===== src/rtl/pff_pkg.sv =====
package pff_pkg;

  typedef enum logic {
    GATE_HOLD = 1'b0,
    GATE_RUN  = 1'b1
  } gate_e;

  // Words in one full output packet.
  function automatic int unsigned pkt_words(input int unsigned blk_words,
                                            input int unsigned blks);
    return blk_words * blks;
  endfunction

  // Storage needed: one packet, one header stall, plus spare words.
  function automatic int unsigned fifo_depth(input int unsigned fill,
                                             input int unsigned hdr,
                                             input int unsigned spare);
    return fill + hdr + spare;
  endfunction

  // Bits to count from zero up to and including maxv.
  function automatic int unsigned cnt_width(input int unsigned maxv);
    return $clog2(maxv + 1);
  endfunction

endpackage


===== src/rtl/pff_store.sv =====
module pff_store #(
  parameter int unsigned WORD_W = 18,
  parameter int unsigned DEPTH  = 20
) (
  input  logic              clk,
  input  logic              rst_n,
  input  logic              wr_en,
  input  logic [WORD_W-1:0] wr_word,
  input  logic              rd_en,
  output logic [WORD_W-1:0] rd_word
);
  localparam int unsigned PTR_W = (DEPTH > 1) ? $clog2(DEPTH) : 1;

  logic [WORD_W-1:0] mem [DEPTH];
  logic [PTR_W-1:0]  wr_ptr;
  logic [PTR_W-1:0]  rd_ptr;

  function automatic logic [PTR_W-1:0] ptr_step(input logic [PTR_W-1:0] p);
    return (p == PTR_W'(DEPTH - 1)) ? '0 : p + 1'b1;
  endfunction

  always_ff @(posedge clk) begin
    if (wr_en) mem[wr_ptr] <= wr_word;
  end

  always_ff @(posedge clk) begin
    if (!rst_n) begin
      wr_ptr <= '0;
      rd_ptr <= '0;
    end else begin
      if (wr_en) wr_ptr <= ptr_step(wr_ptr);
      if (rd_en) rd_ptr <= ptr_step(rd_ptr);
    end
  end

  assign rd_word = mem[rd_ptr];

endmodule


===== src/rtl/pff_level.sv =====
module pff_level #(
  parameter int unsigned DEPTH = 20,
  parameter int unsigned LVL_W = 5
) (
  input  logic             clk,
  input  logic             rst_n,
  input  logic             push,
  input  logic             push_eop,
  input  logic             pop,
  input  logic             pop_eop,
  output logic [LVL_W-1:0] level,
  output logic [LVL_W-1:0] eops,
  output logic             full,
  output logic             empty
);
  wire eop_in  = push & push_eop;
  wire eop_out = pop & pop_eop;

  always_ff @(posedge clk) begin
    if (!rst_n) begin
      level <= '0;
      eops  <= '0;
    end else begin
      case ({push, pop})
        2'b10:   level <= level + 1'b1;
        2'b01:   level <= level - 1'b1;
        default: level <= level;
      endcase
      case ({eop_in, eop_out})
        2'b10:   eops <= eops + 1'b1;
        2'b01:   eops <= eops - 1'b1;
        default: eops <= eops;
      endcase
    end
  end

  assign full  = (level == LVL_W'(DEPTH));
  assign empty = (level == '0);

endmodule


===== src/rtl/pff_gate.sv =====
module pff_gate
  import pff_pkg::*;
#(
  parameter int unsigned FILL  = 8,
  parameter int unsigned LVL_W = 5
) (
  input  logic             clk,
  input  logic             rst_n,
  input  logic [LVL_W-1:0] level,
  input  logic [LVL_W-1:0] eops,
  input  logic             empty,
  input  logic             pop,
  input  logic             pop_eop,
  output logic             busy,
  output logic             release_ok
);
  gate_e state;
  logic  start_ok;

  assign start_ok = (level >= LVL_W'(FILL)) || (eops != '0);

  always_ff @(posedge clk) begin
    if (!rst_n) begin
      state <= GATE_HOLD;
    end else begin
      case (state)
        GATE_HOLD: if (start_ok)       state <= GATE_RUN;
        GATE_RUN:  if (pop && pop_eop) state <= GATE_HOLD;
        default:                       state <= GATE_HOLD;
      endcase
    end
  end

  assign busy       = (state == GATE_RUN);
  assign release_ok = busy && !empty;

endmodule


===== src/rtl/pkt_fill_fifo.sv =====
module pkt_fill_fifo
  import pff_pkg::*;
#(
  parameter int unsigned DATA_W         = 16,
  parameter int unsigned BLOCK_WORDS    = 4,
  parameter int unsigned BLOCKS_PER_PKT = 2,
  parameter int unsigned HDR_WORDS      = 2,
  parameter int unsigned SPARE_WORDS    = 10
) (
  input  logic              clk,
  input  logic              rst_n,
  input  logic              in_valid,
  output logic              in_ready,
  input  logic [DATA_W-1:0] in_data,
  input  logic              in_sop,
  input  logic              in_eop,
  output logic              out_valid,
  input  logic              out_ready,
  output logic [DATA_W-1:0] out_data,
  output logic              out_sop,
  output logic              out_eop
);
  localparam int unsigned FILL   = pkt_words(BLOCK_WORDS, BLOCKS_PER_PKT);
  localparam int unsigned DEPTH  = fifo_depth(FILL, HDR_WORDS, SPARE_WORDS);
  localparam int unsigned LVL_W  = cnt_width(DEPTH);
  localparam int unsigned WORD_W = DATA_W + 2;

  // Named internal events, also observed by the bound checker.
  logic             pushed;
  logic             popped;
  logic             full;
  logic             empty;
  logic             busy;
  logic [LVL_W-1:0] level;
  logic [LVL_W-1:0] eops;
  logic [WORD_W-1:0] wr_word;
  logic [WORD_W-1:0] rd_word;

  assign in_ready = !full;
  assign pushed   = in_valid && in_ready;
  assign popped   = out_valid && out_ready;
  assign wr_word  = {in_sop, in_eop, in_data};

  pff_store #(.WORD_W(WORD_W), .DEPTH(DEPTH)) u_store (
    .clk     (clk),
    .rst_n   (rst_n),
    .wr_en   (pushed),
    .wr_word (wr_word),
    .rd_en   (popped),
    .rd_word (rd_word)
  );

  pff_level #(.DEPTH(DEPTH), .LVL_W(LVL_W)) u_level (
    .clk      (clk),
    .rst_n    (rst_n),
    .push     (pushed),
    .push_eop (in_eop),
    .pop      (popped),
    .pop_eop  (out_eop),
    .level    (level),
    .eops     (eops),
    .full     (full),
    .empty    (empty)
  );

  pff_gate #(.FILL(FILL), .LVL_W(LVL_W)) u_gate (
    .clk        (clk),
    .rst_n      (rst_n),
    .level      (level),
    .eops       (eops),
    .empty      (empty),
    .pop        (popped),
    .pop_eop    (out_eop),
    .busy       (busy),
    .release_ok (out_valid)
  );

  assign out_sop  = rd_word[WORD_W-1];
  assign out_eop  = rd_word[WORD_W-2];
  assign out_data = rd_word[DATA_W-1:0];

endmodule


===== config.mk =====
export PLATFORM = sky130hd
export DESIGN_NAME = pkt_fill_fifo
export DESIGN_NICKNAME = d
export VERILOG_FILES = /design/src/rtl/pff_pkg.sv /design/src/rtl/pff_store.sv /design/src/rtl/pff_level.sv /design/src/rtl/pff_gate.sv /design/src/rtl/pkt_fill_fifo.sv
export SDC_FILE = /design/constraint.sdc
export NUM_CORES = 1
export LEC_CHECK = 0
export BUFFER_PORTS_ARGS = -buffer_cell sky130_fd_sc_hd__buf_4
export CORE_MARGIN = 5
export CORE_UTILIZATION = 55
export CTS_CLUSTER_DIAMETER = 200
export DETAILED_ROUTE_END_ITERATION = 7
export HOLD_SLACK_MARGIN = 0.06
export PLACE_DENSITY = 0.72
export SETUP_SLACK_MARGIN = 0.05
export SLEW_MARGIN = 10
export SYNTH_ARGS = -nofsm -noshare
export SYNTH_HDL_FRONTEND = slang
export SYNTH_SLANG_ARGS = --single-unit

===== constraint.sdc =====
create_clock -name clk -period 5.6 [get_ports clk]
set_input_delay 1.12 -clock clk [delete_from_list [all_inputs] [get_ports clk]]
set_output_delay 1.12 -clock clk [all_outputs]
set_load 0.02 [all_outputs]

Word level (Yosys, flattened, before mapping):

Memories as Yosys holds them, arrays and structs flattened. A register that Yosys moved wholly into a read port is not among the register bits.
Index checks and enable logic that the tools add are counted.

* reduce and logical (&&, ||, !) cells: 11
* magnitude comparators: 1
* add/subtract/negate cells: 6
* bitwise gates (word level): 3
* muxes and demuxes: 11
* equal/unequal tests: 7

Operator list (count)
* $add A5 B1 Y5 const B: 4
* $mux W5: 4
* $pmux W5 S2: 2
* $eq A5 B5 Y1 const B: 3
* $sub A5 B1 Y5 const B: 2
* $ge A5 B4 Y1 const B: 1
* $logic_not A5 Y1: 1
* $reduce_bool A5 Y1: 1
* $eq A2 B1 Y1 const B: 2
* $eq A2 B2 Y1 const B: 2
* $logic_and A1 B1 Y1: 4
* $mux W1: 4
* $reduce_bool A2 Y1: 2
* $and A1 B1 Y1: 2
* $logic_not A1 Y1: 2
* $pmux W1 S2: 1
* $logic_or A1 B1 Y1: 1
* $not A1 Y1: 1

* memory bits (writable): 360
* memories kept: 1
* flip-flop bits (word level): 21
* output and inout bits: 20
* logic and storage cells: 45

Memories
* u_store.mem: words 20, bits a word 18, rd ports 1, clocked after memory_dff 1, wr ports 1, RTL line pff_store.sv:14 `logic [WORD_W-1:0] mem [DEPTH];`

Longest topological paths before layout:

Gate-level depths: netlist of the first run.

* word-level depth: 7
* gate-level depth with buffers: 14
* mapped depth without buffers: 12

Modules after synthesis:

A second synthesis of the first run with hierarchy kept.

* cell total of the unflattened synthesis: 895
* area total of the unflattened synthesis: 15414.8 um2

By module, submodules not included
* pff_store: sequential area each 11110.7 um2, instances 1, cells each 798, area an instance 14599.0 um2
* pff_level: sequential area each 200.2 um2, instances 1, cells each 88, area an instance 743.2 um2
* pff_gate: sequential area each 20.0 um2, instances 1, cells each 6, area an instance 56.3 um2
* pkt_fill_fifo: sequential area each 0.0 um2, instances 1, cells each 3, area an instance 16.3 um2

Least setup slack after synthesis of the first run:

No wires, ideal clock.

* path kind: input port to flip-flop
* start point: input port out_ready
* end point: register u_level.eops[4]
* cell stages on the path: 12
* library setup time: 0.076 ns
* path slack: 2.268 ns
* data arrival time: 3.256 ns
* buffers on the path: 1
* path through: o211a_1 > buf_2 > nand2b_1 > o21ai_0 > ha_1 > inv_1 > fa_1 > nor2b_1 > o21ai_0 > and3_1 > or4_1 > a21boi_0

* longest elaborated chain between the ends: 4

RTL lines
* from (decl): RTL line pkt_fill_fifo.sv:18 `input logic out_ready,`
* $logic_and A1 B1 Y1 *: RTL line pkt_fill_fifo.sv:41 `assign popped = out_valid && out_ready;`
* $and A1 B1 Y1 *: RTL line pff_level.sv:17 `wire eop_out = pop & pop_eop;`
* $eq A2 B1 Y1 / $eq A2 B2 Y1 (equally long branches): RTL line pff_level.sv:29 `case ({eop_in, eop_out})`
* $pmux W5 S2 / $reduce_bool A2 Y1 (equally long branches)
* to (signal assigned): RTL line pff_level.sv:30 `2'b10: eops <= eops + 1'b1;`
* to (signal assigned): RTL line pff_level.sv:31 `2'b01: eops <= eops - 1'b1;`
* to (signal assigned): RTL line pff_level.sv:32 `default: eops <= eops;`
* to (decl): RTL line pff_level.sv:12 `output logic [LVL_W-1:0] eops,`

Mark *: on every way between the ends. The rest lies on a longest branch, timed or not.
A chain may end at the register's enable or synchronous reset.

==> impl_metrics.py, run 1 <==
metrics = {
    "worst_setup_path": {
        "rrSetupSlack_ns": 1.46,
        "cp_max_fo": 37,
        "critPathRequiredTime_ns": 4.48,
        "crit_path_start_kind": "flop",
        "critPathCaptureType": "output pin",
        "crit_type": "flop to output pin",
        "cp.arrival_ns": 3.24,
        "worstReg2RegEnd": "u_level.eops[4]",
        "reg2reg_depth": 11,
    },
    "die": {
        "rows": 61,
        "start_util_pct": 55.3,
        "core_region_area_um2": 27600,
        "dieArea_um2": 31100,
        "num_io_pins": 42,
        "die_w_um": 176,
        "fp.dieH_um": 176,
    },
    "global_routing": {
        "grt_pass1_wl_um": 48200,
        "overflow": 0,
        "grt_max_degree": 67,
        "first_global_vias": 7938,
        "grtUsageTotal_pct": 20.9,
        "antenna_found_initial": 0,
    },
    "synth": {
        "synthMuxAreaShare_pct": 16.2,
        "synth_top_family_by_area": "multiplexers",
        "synth_edf_count": 360,
        "synth_xor_area_share_pct": 0.575,
        "syn_avg_cell_area_um2": 20.4,
        "synth-seq-cells": 386,
        "synth-seq-area-share_pct": 74.4,
        "syn_inst": 748,
        "synth_simple_gate_area_share_pct": 3.28,
        "netlist-cell-type-count": 42,
        "yosysTopAreaCellShare_pct": 71.0,
        "netlist_top_cells_area": "edfxtp_1 71%, mux4_2 12%, dfxtp_1 3.4%",
        "syn_nets": 785,
        "synth-adder-area-share_pct": 1.33,
        "ys_warn_count": 0,
        "ys.flop_type": "edfxtp_1",
        "synthArstFlopShare_pct": 0,
        "synth_compound_area_share_pct": 2.55,
        "syn_area_um2": 15200,
        "yosys.area.top_type": "edfxtp_1",
    },
    "clock_network": {
        "cts.hold.buffers_added": 0,
        "insertion_delay_ns": 0.52,
        "cts_tree": "done",
        "cts_resized": 0,
        "numCtsBuffers": 38,
        "cts.sinks": 386,
        "path_clk_slew_ns": 0.07,
        "root_buffer": "clkbuf_16",
        "clk_path_buf_depth": 3,
        "postCtsSetupBuffers": 0,
        "htree_levels": 2,
    },
    "min_path": {
        "hp-class": "flop to flop",
        "hold_end": "u_store.rd_ptr[4]",
        "hold_start": "u_store.rd_ptr[2]",
        "whs_path_depth": 2,
    },
    "drt": {
        "wl_per_cell_um": 26.4,
        "wl_um": 32300,
        "drc": 0,
        "vias": 7524,
        "via_per_inst": 6.15,
        "drt-initial-drc-count": 639,
        "ant_nets": 0,
        "detail_route.first_pass.iterations": 5,
    },
    "finish": {
        "nets": 853,
        "drive_gt1_share_pct": 29.3,
        "final_area_um2": 17300,
        "syn_to_final_growth_pct": 13.5,
        "fillers": 1880,
        "mostFrequentLayoutCells": "360 x edfxtp_1, 83 x mux4_2, 67 x buf_4",
        "layout_commonest_cell": "edfxtp_1",
        "insertedDiodeCount": 0,
    },
    "sta": {
        "setup_viol": 0,
        "hold_violations": 0,
        "worst_slew_pin_slew_ns": 1.02,
        "timing.final.crit_period_ns": 4.36,
        "skew_ns": 0.0108,
        "final-max-slew-violation-count": 0,
        "rsz0062_at_grt": "no",
        "fmax_ghz": 0.229,
        "slew_headroom_pct": 31.7,
        "fin_crit_sh_pct": 77.9,
        "tns_ns": 0,
    },
    "power": {
        "leakagePower_uw": 0.00546,
        "power_frac_comb_pct": 4.7,
        "power.total_uw": 5940,
        "p_seq_share_pct": 53.9,
        "p_int_uw": 4750,
        "switching_share_pct": 20.1,
        "pwr-share-clk_pct": 41.4,
        "p_sw_uw": 1200,
        "peakVddDrop_uv": 186,
        "power.density_nw_per_um2": 344,
    },
    "status": {
        "status": "finished, final reports clean",
    },
    "place": {
        "place_area_um2": 16100,
        "hpwl_um": 17900,
        "io_buffers": 41,
        "place_congestion": 0.755,
    },
    "run": {
        "maxCapViolCount": 0,
    },
}
[area by class of cell]
type / instances / area (um^2) / area share (%)
clock buffers: 47 / 1070 / 6.18
clock inverters: 22 / 149 / 0.861
inverters: 13 / 48.8 / 0.282
multi-input cells: 309 / 3690 / 21.4
flip-flops and latches: 386 / 11300 / 65.6
well taps: 378 / 473 / 2.73
repair buffers: 68 / 523 / 3.02
[cell usage after synthesis, drive strengths merged (3+ instances only)]
cell type  number
o21ai          12
a221o          17
dfxtp          26
or4             5
or3             4
ha             13
edfxtp        360
mux2i          21
mux2           18
xor2            5
nor3           17
xnor2           5
a21boi          3
clkbuf         18
mux4           90
nor2b           7
nor2           31
nand2          21
and2           10
inv            13
buf            22
a21oi           9
[worst max-delay path by stage]
| stage | cells past startpoint | startpoint | slack [ns] | end |
|---|---|---|---|---|
| after global placement | 12 | flop | 1.68 | u_level.eops[4] |
| after floorplan | 12 | out_ready | 2.27 | u_level.eops[4] |
| after detailed placement | 12 | flop | 1.52 | u_level.eops[4] |
| final | 5 | flop | 1.24 | out_data[0] |
| after global routing | 5 | flop | 1.04 | out_data[0] |
| after CTS | 5 | flop | 1.19 | out_data[0] |
[stage by stage]
| step | hold slack, ns | setup WS, ns | std cells | util (%) |
|---|---|---|---|---|
| after global routing | 0.574 | 1.04 | 1223 | 62.8 |
| final | 0.542 | 1.24 | 1223 | 62.8 |
| after detailed placement | 0.523 | 1.52 | 1154 | 58.4 |
| after CTS | 0.534 | 1.19 | 1223 | 62.8 |
| after floorplan | 0.456 | 2.27 | 748 | - |
| after global placement | 0.480 | 1.68 | 1154 | 58.4 |
[power groups by stage]
stage                     Sequential, uW  Clock (uW)  Combinational, uW
after floorplan                     3250           0                182
after global placement              3260           0                266
after detailed placement            3270           0                279
after CTS                           3200        2500                280
after global routing                3210        2620                300
final                               3200        2460                277
[flip-flops by register name, summed over array words and instances (netlist names), named ones only]
name and count:
u_store.mem 360, u_level.eops 5, u_store.rd_ptr 5, u_store.wr_ptr 5
u_gate.busy 1, u_level.level 5
[per-layer routing]
metal	share of wire, %	global-route usage [%]
met2	52	36.3
met5	0	0
met3	7.5	4.13
met4	1.5	4.35
met1	39	28.1
[cell families after synthesis]
family	count (synthesis)
and+or+nand+nor	103
DFF	386
adders and majority gates	15
AOI/OAI and AO/OA	52
buffers and inverters	53
muxes	129
xor gates and xnor gates	10
[worst max-delay path, stage by stage, from the launching register on]
cell and delay (ns):
dfxtp_4 0.85, buf_4 0.45, mux4_2 0.55, mux2_2 0.28, a221o_1 0.38, buf_4 0.19
Power figures use the tool's default switching activity.
==> run 2, diff against run 1 <==
ABC_AREA = 1   (was default)
PLACE_DENSITY = 0.74   (was 0.72)
clock period = 3.5 ns   (was 5.6 ns; I/O delays follow)
==> run 2 against run 1 <==
Sequential power rose by 61%. Critical path depth grew 4. Total power grew 67%. Via count is 39% higher. Setup slack got worse by 1.0 ns. Wire length up 15%. Register-to-register slack worse by 0.92 ns. Synthesized area increased by 3.3%. Design area up 2.1%. Die area grew 3.1%. First-iteration DRC count up 110%. Highest routed layer unchanged.
==> impl_metrics.py, run 2 <==
metrics = {
    "status": {
        "status": "finished, final reports clean",
    },
    "finish": {
        "mostFrequentLayoutCells": "390 x nand2_1, 360 x edfxtp_1, 225 x nand3_1",
        "drive_gt1_share_pct": 11.0,
        "layout_commonest_cell": "nand2_1",
        "fin_util_pct": 62.0,
        "final_area_um2": 17700,
        "insertedDiodeCount": 0,
        "largest-register": "u_store.mem",
        "nets": 1430,
        "syn_to_final_growth_pct": 12.2,
        "largest_reg_flops": 360,
    },
    "sta": {
        "slew_headroom_pct": 59.0,
        "fin_crit_sh_pct": 94.2,
        "timing.final.crit_period_ns": 3.30,
        "fmax_ghz": 0.303,
        "fin_hold_ws_ns": 0.482,
        "setup_viol": 0,
        "skew_ns": 0.0118,
        "hold_violations": 0,
        "worst_slew_pin_slew_ns": 0.615,
        "tns_ns": 0,
        "final-max-slew-violation-count": 0,
        "rsz0062_at_grt": "no",
    },
    "clock_network": {
        "clk_path_buf_depth": 3,
        "cts_tree": "done",
        "path_clk_slew_ns": 0.06,
        "numCtsBuffers": 37,
        "root_buffer": "clkbuf_16",
        "insertion_delay_ns": 0.52,
        "htree_levels": 2,
        "cts.sinks": 386,
    },
    "global_routing": {
        "grtUsageTotal_pct": 23.3,
        "overflow": 0,
        "grt_max_degree": 111,
        "grt_pass1_wl_um": 56800,
        "first_global_vias": 10200,
        "antenna_found_initial": 0,
    },
    "drt": {
        "wl_per_cell_um": 20.6,
        "drt-initial-drc-count": 1348,
        "ant_nets": 0,
        "wl_um": 37100,
        "detail_route.first_pass.iterations": 5,
        "via_per_inst": 5.78,
        "drc": 0,
        "vias": 10400,
    },
    "synth": {
        "syn_inst": 1342,
        "synth-seq-cells": 386,
        "synthArstFlopShare_pct": 0,
        "syn_avg_cell_area_um2": 11.7,
        "yosysTopAreaCellShare_pct": 68.7,
        "ys.flop_type": "edfxtp_1",
        "yosys.area.top_type": "edfxtp_1",
        "synth_most_common_cell": "nand2_1",
        "ys_warn_count": 0,
        "synth_edf_count": 360,
        "netlist_top_cells_area": "edfxtp_1 69%, nand2_1 9.3%, nand3_1 7.2%",
        "syn_area_um2": 15700,
        "synth-seq-area-share_pct": 72.0,
        "yosys-top-cells-count": "390 x nand2_1, 360 x edfxtp_1, 225 x nand3_1, 82 x nor2_1, 42 x inv_1",
        "netlist-cell-type-count": 30,
        "syn_nets": 1379,
    },
    "place": {
        "place_congestion": 0.790,
        "hpwl_um": 20900,
        "place_area_um2": 16500,
        "io_buffers": 41,
    },
    "min_path": {
        "hp-class": "input port to flop",
    },
    "die": {
        "num_io_pins": 42,
        "core_region_area_um2": 28500,
        "dieArea_um2": 32100,
        "fp.dieH_um": 179,
        "rows": 62,
        "start_util_pct": 55.3,
        "die_w_um": 179,
    },
    "run": {
        "maxCapViolCount": 0,
    },
    "worst_setup_path": {
        "crit_path_start_kind": "flop",
        "critPathCaptureType": "output pin",
        "cp_max_fo": 110,
        "rrSetupSlack_ns": 0.54,
        "crit_type": "flop to output pin",
        "critPathRequiredTime_ns": 2.80,
        "cp.arrival_ns": 2.60,
    },
    "power": {
        "power.total_uw": 9950,
        "peakVddDrop_uv": 304,
        "power.density_nw_per_um2": 564,
        "leakagePower_uw": 0.00640,
    },
}
## run 2: cell types whose count changed in the layout (fill, tap and decap cells not counted), sizes merged, moves of 16 or more
cell   previous run  this run
a221o            17         0
a31oi             1        17
inv              13        45
mux2             18         0
mux2i            21         0
mux4             90         0
nand2            21       391
nand3             1       225
nor2             31        82
o21ai            12        49
## run 2: repair_timing
| item | in CTS | in global routing |
|---|---|---|
| gates resized for setup | 0 | 2 |
| hold buffers | 0 | 0 |
| hold endpoints to repair | 0 | 0 |
| setup endpoints to repair | 0 | 7 |
| setup buffers | 0 | 0 |
## run 2: cell type report
cell class / instances / area (um^2)
Clock inverter: 21 / 120
Timing Repair Buffer: 83 / 656
Sequential cell: 386 / 11300
Inverter: 48 / 185
Fill cell: 2176 / 10800
Tap cell: 384 / 480
Multi-Input combinational cell: 837 / 3870
Clock buffer: 46 / 1000
## run 2: path summary, 6_finish.rpt
kind                endpoint  depth (start not counted)             from
min reg2reg  u_level.eops[0]                          1  u_level.eops[0]
max reg2reg  u_level.eops[4]                         15             flop
min          u_level.eops[1]                          3            rst_n
max             out_data[11]                          9             flop
## run 2: logic make-up (layout without fill, tap and decap cells)
| family | after synthesis | in the layout | synth area share, % |
|---|---|---|---|
| simple gates | 708 | 708 | 18.8 |
| xor+xnor | 10 | 10 | 0.556 |
| compound gates | 104 | 104 | 3.63 |
| fa+ha+maj | 15 | 15 | 1.29 |
| buf+inv | 119 | 198 | 3.71 |
| flops | 386 | 386 | 72.0 |
## run 2: per-stage QoR
step           worst slack, ns  cells
2_1_floorplan            0.993   1342
3_3_place_gp             0.647   1738
3_5_place_dp             0.574   1738
4_1_cts                 0.0776   1805
5_1_grt                 0.0520   1805
6_report                 0.202   1805
## run 2: routing by layer
metal  part of all wire [%]  track usage (%)  wire length [um]  vias to the layer above
li1                       -                -                 -                     4817
met1                     41             32.6             15100                     5067
met3                    8.8             4.39              3270                       66
met4                    2.7             7.81               988                        0
met5                      0                0                 0                        -
met2                     48             37.3             17700                      478
## run 2: critical path: stages, from the launching register on
cell and delay, ns:
dfxtp_4 0.44, inv_4 0.20, buf_12 0.41, nand2_1 0.12, nand3_1 0.10, nand3_1 0.08, nand2_1 0.11, nand2_1 0.08
a31oi_1 0.28, buf_4 0.21
## run 2: where the power goes
group	internal, uW	switching [uW]
combinational	344	731
sequential	5110	51.2
clock	2100	1610
